==> config.mk <==
export PLATFORM = sky130hd
export DESIGN_NAME = irq_vec_ctrl
export DESIGN_NICKNAME = d
export VERILOG_FILES = /design/src/rtl/irq_vec_pkg.sv /design/src/rtl/irq_edge_det.sv /design/src/rtl/irq_prio_enc.sv /design/src/rtl/irq_vec_ctrl.sv
export SDC_FILE = /design/constraint.sdc
export NUM_CORES = 1
export LEC_CHECK = 0
export ABC_AREA = 0
export CORE_UTILIZATION = 35
export DETAILED_ROUTE_END_ITERATION = 8
export PLACE_DENSITY = 0.75
export RECOVER_POWER = 25
export SETUP_SLACK_MARGIN = 0.3
export SKIP_CTS_REPAIR_TIMING = 1
export SLEW_MARGIN = 20
export SYNTH_ARGS = -nofsm -noshare
export SYNTH_HDL_FRONTEND = slang
export SYNTH_HIERARCHICAL = 1
export SYNTH_SLANG_ARGS = --single-unit
==> constraint.sdc <==
create_clock -name clk -period 2.2 [get_ports clk]
set_input_delay 0.44 -clock clk [delete_from_list [all_inputs] [get_ports clk]]
set_output_delay 0.44 -clock clk [all_outputs]
set_load 0.01 [all_outputs]
==> src/rtl/irq_vec_pkg.sv <==
package irq_vec_pkg;

   typedef enum logic {
      REG_FLAGS  = 1'b0,
      REG_ENABLE = 1'b1
   } irq_reg_sel_e;

   function automatic int unsigned idx_width(input int unsigned n);
      return (n > 1) ? $clog2(n) : 1;
   endfunction

endpackage

==> src/rtl/irq_edge_det.sv <==
module irq_edge_det #(
   parameter int unsigned NUM_SRC = 5
) (
   input  logic               clk,
   input  logic               rst_n,
   input  logic [NUM_SRC-1:0] src_i,
   output logic [NUM_SRC-1:0] rise_o
);

   logic [NUM_SRC-1:0] src_q;

   always_ff @(posedge clk or negedge rst_n) begin
      if (!rst_n) src_q <= '0;
      else        src_q <= src_i;
   end

   assign rise_o = src_i & ~src_q;

endmodule

==> src/rtl/irq_prio_enc.sv <==
module irq_prio_enc #(
   parameter int unsigned NUM_SRC   = 5,
   parameter bit          LSB_FIRST = 1'b1,
   localparam int unsigned IDX_W    = irq_vec_pkg::idx_width(NUM_SRC)
) (
   input  logic               clk,
   input  logic               rst_n,
   input  logic [NUM_SRC-1:0] req_i,
   output logic [NUM_SRC-1:0] grant_o,
   output logic [IDX_W-1:0]   idx_o,
   output logic               any_o
);

   generate
      if (LSB_FIRST) begin : g_lsb_first
         always_comb begin
            logic found;
            found   = 1'b0;
            grant_o = '0;
            idx_o   = '0;
            for (int i = 0; i < int'(NUM_SRC); i++) begin
               if (req_i[i] && !found) begin
                  found      = 1'b1;
                  grant_o[i] = 1'b1;
                  idx_o      = IDX_W'(i);
               end
            end
         end
      end else begin : g_msb_first
         always_comb begin
            logic found;
            found   = 1'b0;
            grant_o = '0;
            idx_o   = '0;
            for (int i = int'(NUM_SRC) - 1; i >= 0; i--) begin
               if (req_i[i] && !found) begin
                  found      = 1'b1;
                  grant_o[i] = 1'b1;
                  idx_o      = IDX_W'(i);
               end
            end
         end
      end
   endgenerate

   assign any_o = |req_i;

   // at most one source wins, and one wins whenever any is requesting
   p_grant_onehot_r4: assert property (@(posedge clk) disable iff (!rst_n)
      $onehot0(grant_o) && (any_o == (grant_o != '0)));

   // the winner is itself requesting
   p_grant_in_req_r4: assert property (@(posedge clk) disable iff (!rst_n)
      (grant_o & ~req_i) == '0);

endmodule

==> src/rtl/irq_vec_ctrl.sv <==
module irq_vec_ctrl #(
   parameter int unsigned NUM_SRC   = 5,
   parameter int unsigned DATA_W    = 8,
   parameter int unsigned ADDR_W    = 16,
   parameter logic [15:0] VEC_BASE  = 16'h0040,
   parameter int unsigned VEC_STEP  = 8,
   parameter bit          LSB_FIRST = 1'b1
) (
   input  logic               clk,
   input  logic               rst_n,
   input  logic [4:0]         src_i,
   input  logic               bus_addr_i,
   input  logic               bus_we_i,
   input  logic [7:0]         bus_wdata_i,
   output logic [7:0]         bus_rdata_o,
   input  logic               mst_set_i,
   input  logic               mst_clr_i,
   input  logic               ack_i,
   output logic               irq_o,
   output logic [15:0]        vec_o,
   output logic               mst_en_o
);
   import irq_vec_pkg::*;

   localparam int unsigned IDX_W = idx_width(NUM_SRC);

   generate
      if (NUM_SRC != 5 || DATA_W != 8 || ADDR_W != 16) begin : g_bad_cfg
         $error("irq_vec_ctrl: port widths fix NUM_SRC=5, DATA_W=8, ADDR_W=16");
      end
      if (VEC_STEP == 0) begin : g_bad_step
         $error("irq_vec_ctrl: VEC_STEP must be nonzero");
      end
   endgenerate

   logic [NUM_SRC-1:0] rise;
   logic [NUM_SRC-1:0] flag_q, flag_nxt;
   logic [NUM_SRC-1:0] en_q;
   logic [NUM_SRC-1:0] active;
   logic [NUM_SRC-1:0] grant;
   logic [IDX_W-1:0]   win_idx;
   logic               any_active;
   logic               mst_q;
   logic               wr_flags, wr_enable;

   irq_edge_det #(.NUM_SRC(NUM_SRC)) u_edge (
      .clk    (clk),
      .rst_n  (rst_n),
      .src_i  (src_i),
      .rise_o (rise)
   );

   assign active = flag_q & en_q;

   irq_prio_enc #(.NUM_SRC(NUM_SRC), .LSB_FIRST(LSB_FIRST)) u_enc (
      .clk     (clk),
      .rst_n   (rst_n),
      .req_i   (active),
      .grant_o (grant),
      .idx_o   (win_idx),
      .any_o   (any_active)
   );

   assign wr_flags  = bus_we_i && (irq_reg_sel_e'(bus_addr_i) == REG_FLAGS);
   assign wr_enable = bus_we_i && (irq_reg_sel_e'(bus_addr_i) == REG_ENABLE);

   // write, then acknowledge clear, then source set (set wins)
   always_comb begin
      flag_nxt = flag_q;
      if (wr_flags) flag_nxt = bus_wdata_i[NUM_SRC-1:0];
      if (ack_i)    flag_nxt = flag_nxt & ~grant;
      flag_nxt = flag_nxt | rise;
   end

   always_ff @(posedge clk or negedge rst_n) begin
      if (!rst_n) begin
         flag_q <= '0;
         en_q   <= '0;
         mst_q  <= 1'b0;
      end else begin
         flag_q <= flag_nxt;
         if (wr_enable) en_q <= bus_wdata_i[NUM_SRC-1:0];
         if (ack_i || mst_clr_i) mst_q <= 1'b0;
         else if (mst_set_i)     mst_q <= 1'b1;
      end
   end

   always_comb begin
      if (irq_reg_sel_e'(bus_addr_i) == REG_FLAGS) begin
         bus_rdata_o = '1;
         bus_rdata_o[NUM_SRC-1:0] = flag_q;
      end else begin
         bus_rdata_o = '0;
         bus_rdata_o[NUM_SRC-1:0] = en_q;
      end
   end

   assign irq_o    = mst_q && any_active;
   assign mst_en_o = mst_q;
   assign vec_o    = VEC_BASE + ADDR_W'(win_idx) * ADDR_W'(VEC_STEP);

   // an edge always lands in the flag register
   p_rise_sets_r2: assert property (@(posedge clk) disable iff (!rst_n)
      (rise != '0) |=> ((flag_q & $past(rise)) == $past(rise)));

   // acknowledge removes the winner unless a write or new edge refills it
   p_ack_clears_win_r5: assert property (@(posedge clk) disable iff (!rst_n)
      (ack_i && !wr_flags && ((rise & grant) == '0)) |=> ((flag_q & $past(grant)) == '0));

   // acknowledge leaves losing flags untouched
   p_ack_keeps_rest_r5: assert property (@(posedge clk) disable iff (!rst_n)
      (ack_i && !wr_flags) |=> ((flag_q & ~$past(grant)) == ($past(flag_q) & ~$past(grant)) | ($past(rise) & ~$past(grant))));

   // acknowledge drops the master enable
   p_ack_drops_mst_r6: assert property (@(posedge clk) disable iff (!rst_n)
      ack_i |=> !mst_en_o);

   // no request without the master enable
   p_irq_needs_mst_r3: assert property (@(posedge clk) disable iff (!rst_n)
      irq_o |-> mst_en_o);

   // vector stays inside the table while requesting
   p_vec_range_r4: assert property (@(posedge clk) disable iff (!rst_n)
      irq_o |-> (vec_o >= VEC_BASE && vec_o <= VEC_BASE + ADDR_W'((NUM_SRC - 1) * VEC_STEP)));

   // unused flag bits read as ones
   always_comb begin
      if (rst_n && irq_reg_sel_e'(bus_addr_i) == REG_FLAGS) begin
         p_flag_upper_r8: assert (&bus_rdata_o[DATA_W-1:NUM_SRC]);
      end
   end

endmodule

### Yosys cells after proc, flatten, opt, wreduce, memory -nomap -nowiden

Cells that the tools add are included.

| word-level totals | value |
|---|---|
| flip-flop bits (word level) | 16 |

| operators by class | value |
|---|---|
| $add $sub $neg | 1 |
| muxes and demuxes | 17 |
| bitwise operators | 7 |
| reductions and logical operators | 14 |

Operators with widths:

| cell | count |
|---|---|
| $and A5 B5 Y5 | 3 |
| $mux W1 | 11 |
| $mux W5 | 2 |
| $not A5 Y5 | 2 |
| $add A7 B6 Y8 const A | 1 |
| $mux W8 | 1 |
| $logic_and A1 B1 Y1 | 7 |
| $or A5 B5 Y5 | 1 |
| $reduce_or A5 Y1 | 1 |
| $logic_not A1 Y1 | 4 |
| $mux W2 | 2 |
| $mux W3 | 1 |
| $reduce_bool A2 Y1 | 1 |
| $logic_or A1 B1 Y1 | 1 |
| $not A1 Y1 | 1 |

### Depth between registers and ports, before layout

| depth | value |
|---|---|
| depth after elaboration | 18 |
| depth in mapped cells | 5 |
| mapped depth without buffers | 5 |

### By module

Netlist, hierarchy kept.

By module, submodules not included:

| module | times used | cells each | area an instance (um2) | sequential area each (um2) |
|---|---|---|---|---|
| irq_vec_ctrl | 1 | 70 | 721.9 | 275.3 |
| irq_edge_det | 1 | 10 | 193.9 | 125.1 |
| irq_prio_enc | 1 | 13 | 83.8 | 0.0 |

### Worst setup path before layout

Ideal clock, no wire load.

| path | value |
|---|---|
| path kind | in2out |
| start | input port bus_addr_i |
| end | output port bus_rdata_o[0] |
| data arrival time | 942 ps |
| data required time | 1760 ps |
| path slack | 818 ps |
| cell stages on the path | 2 |
| path through | buf_4 mux2_1 |

| on the way | value |
|---|---|
| word-level cells in the longest chain between the ends | 1 |

RTL lines:

| item | RTL line | source |
|---|---|---|
| start, declared | irq_vec_ctrl.sv:12 | `input logic bus_addr_i,` |
| $mux W8 | irq_vec_ctrl.sv:89 | `if (irq_reg_sel_e'(bus_addr_i) == REG_FLAGS) begin` |
| end, declared | irq_vec_ctrl.sv:15 | `output logic [7:0] bus_rdata_o,` |

Every way passes these cells.

### Final worst setup path

| path | value |
|---|---|
| start | register flag_q[3] |
| end | output port irq_o |

| on the way | value |
|---|---|
| word-level cells in the longest chain between the ends | 3 |

RTL lines:

| item | RTL line | source |
|---|---|---|
| start, declared | irq_vec_ctrl.sv:37 | `logic [NUM_SRC-1:0] flag_q, flag_nxt;` |
| start signal, assigned | irq_vec_ctrl.sv:81 | `flag_q <= flag_nxt;` |
| $and A5 B5 Y5 | irq_vec_ctrl.sv:53 | `assign active = flag_q & en_q;` |
| net active[3] | irq_vec_ctrl.sv:39 | `logic [NUM_SRC-1:0] active;` |
| $reduce_or A5 Y1 | irq_prio_enc.sv:46 | `assign any_o = \|req_i;` |
| net any_active | irq_vec_ctrl.sv:42 | `logic any_active;` |
| $logic_and A1 B1 Y1 | irq_vec_ctrl.sv:98 | `assign irq_o = mst_q && any_active;` |
| end, declared | irq_vec_ctrl.sv:19 | `output logic irq_o,` |

The timed path passes the listed nets, and every way through them passes these cells.

==> run metrics <==
pre-CTS setup slack=-0.136 ns; violation count after the first detailed-routing iteration=6; RD Place Congestion=just over 0.8; IO Port Bufs=29; CTS Root Cell=clkbuf_4; initial antenna violation count=0; Clock transition at path regs=around 0.1 ns; TritonCTS clock tree=done; Cells after Synth=93; worst path arrival time=roughly 1.4 ns; CP required=approximately 1.8 ns; critical path peak fanout=3; Final Hold Violating Endpoints=0; total power=0.000847 W; first-pass GRT wire length=3240 um; Synth Area per Inst=between 10 and 15 um^2; depth of the CTS H-tree=1; distinct cell type count after synthesis=19; Peak supply drop=between 0.0005 and 0.0006 V; clk sinks=16; final wirelength=2110 um; Final min period=1.86 ns; Synth Register Bits=16; drt drc=0; Final period util=around 85%; Synth area leader=dfrtp_1; nature of the critical path startpoint=register; status=completed; vias in the first global route=727; Chip Width=between 50 and 60 um; maxcap violations=0; # IOs=46; Worst Hold Margin=0.524 ns; Synth top area share=between 40% and 50%; share of layout cells above drive strength 1=a little over a fifth; Worst slew margin=between 50% and 60%; register area share after synthesis=between 40 and 50%; Lkg Pwr=between 0.6 and 0.7 nW; largest cells by area after synthesis=dfrtp_1, buf_4, mux2_1; routed vias/inst=~4.8; fin worst setup slack=~0.34 ns; f_max=0.538 GHz; CTS Buf Count=3; Setup Skew=0.00814 ns; FP Rows=19; Clock Latency Late Sink=between 0.2 and 0.3 ns; full die area=around 3100 um^2; CP Class=register to primary output; dpl hpwl=between 1500 and 2000 um; Final setup violation count=0; total track usage=13.5%; Worst Tran Pin Value=between 0.7 and 0.8 ns; Antenna Cells=0; largest net degree at the start of global routing=17; routed vias=~760; layout filler cell count=between 200 and 300; RSZ-0062 raised after global routing=true; Vert. Die Dim=between 50 and 60 um; yosys warns=6; clock buffer depth=2; Initial Utilization=a little over a third; Nets=150; Post-Synthesis Cell Area=1000 um^2; post-route ant nets=0; Final Max Slew Viols=0; total core area=about 2700 um^2; DR WL/cell=13.3 um; TNS Setup=0 ns; Hold Path Class=register to register; crit path capture type=primary output; DRT Pass-1 Iters=4; total power divided by cell area=about 620 nW/um^2; total grt overflow=0; Syn-to-layout area delta=37.0%
metrics by stage:
stage / instances / util, % / area (um^2)
detailed placement: 148 / 45.7 / 1250
CTS: 151 / 46.5 / 1270
floorplan: 104 / - / 1040
global placement: 148 / 45.7 / 1250
finish: 159 / 50.1 / 1370
global route: 159 / 50.1 / 1370
placed cells by master, fill, tap and decap left out, types with 2 or more instances in the layout:
master and count:
mux2_1 10, dlymetal6s2s_1 11, inv_1 2, buf_4 8, conb_1 13, and3b_1 5, dlygate4sd3_1 7, nor2_4 2
dfrtp_1 16, and2_4 3, clkbuf_2 2, nor4b_1 5, clkdlybuf4s50_1 9, nor2b_4 5, nor3_1 3, and2_1 3
clkbuf_4 3, nor2_1 7, a211oi_1 5
layer usage:
metal  share of wire, %  global-route usage, %  routed length, um
met1                 44                   16.8                924
met4                  0                   2.50                  0
met3                6.6                   5.39                140
met2                 49                   22.2               1040
met5                  0                      0                  0
power by group:
part	leakage [nW]	internal (W)	switching (W)
Sequential	0.183	0.000331	0.0000265
Combinational	0.503	0.000189	0.000142
Clock	0.0138	0.0000636	0.0000955
sequential cells by signal, summed over array words and instances (netlist names):
name and cells:
flag_q 5, en_q 5, u_edge/src_q 5, mst_en_o 1
worst paths after layout:
check / from / to / slack [ns] / cells after the start
setup / recovery: flag_q[3]$_DFF_PN0_ / irq_o / 0.34 / 6
max in group asynchronous: rst_n / flag_q[0]$_DFF_PN0_ / 1.10 / 1
min in group asynchronous: rst_n / flag_q[1]$_DFF_PN0_ / 0.64 / 1
setup reg to reg: flag_q[1]$_DFF_PN0_ / flag_q[4]$_DFF_PN0_ / 0.89 / 6
hold / removal: en_q[4]$_DFFE_PN0P_ / en_q[4]$_DFFE_PN0P_ / 0.52 / 1
hold reg to reg: en_q[4]$_DFFE_PN0P_ / en_q[4]$_DFFE_PN0P_ / 0.52 / 1
cells in the mapped netlist:
cell type	count
nor2_2	2
mux2_1	10
dfrtp_1	16
a211oi_1	5
and3b_1	5
nor4b_1	5
nor2b_4	5
inv_1	2
nor2_1	7
nand2_2	1
buf_4	18
nor3_1	3
nand3b_1	1
nand2b_4	1
a21oi_1	1
and3_1	1
conb_1	2
nand2b_1	1
and2_1	7
logic make-up (layout without fill, tap and decap cells):
| family | count (synthesis) | in the layout | synth area share [%] |
|---|---|---|---|
| AND/OR/NAND/NOR | 39 | 39 | 29.4 |
| buffers and inverters | 20 | 44 | 14.3 |
| flip-flops | 16 | 16 | 40.0 |
| multiplexers | 10 | 10 | 11.3 |
| AO/OA/AOI/OAI | 6 | 6 | 4.26 |
| other | 2 | 13 | 0.751 |
critical path: stages, from the launching register on:
cell and delay [ns]:
dfrtp_1 0.40, and2_4 0.19, nor2_4 0.12, buf_4 0.11, nand3b_1 0.07, and2_1 0.13, clkbuf_2 0.12
cell type report:
cell class	count	area, um^2	share of cell area, %
clock buffers	3	22.5	1.64
inverters	2	7.51	0.548
multi-input cells	68	517	37.7
flip-flops and latches	16	400	29.2
well taps	31	38.8	2.83
repair buffers	39	384	28.0
(Power assumes the default switching activity.)
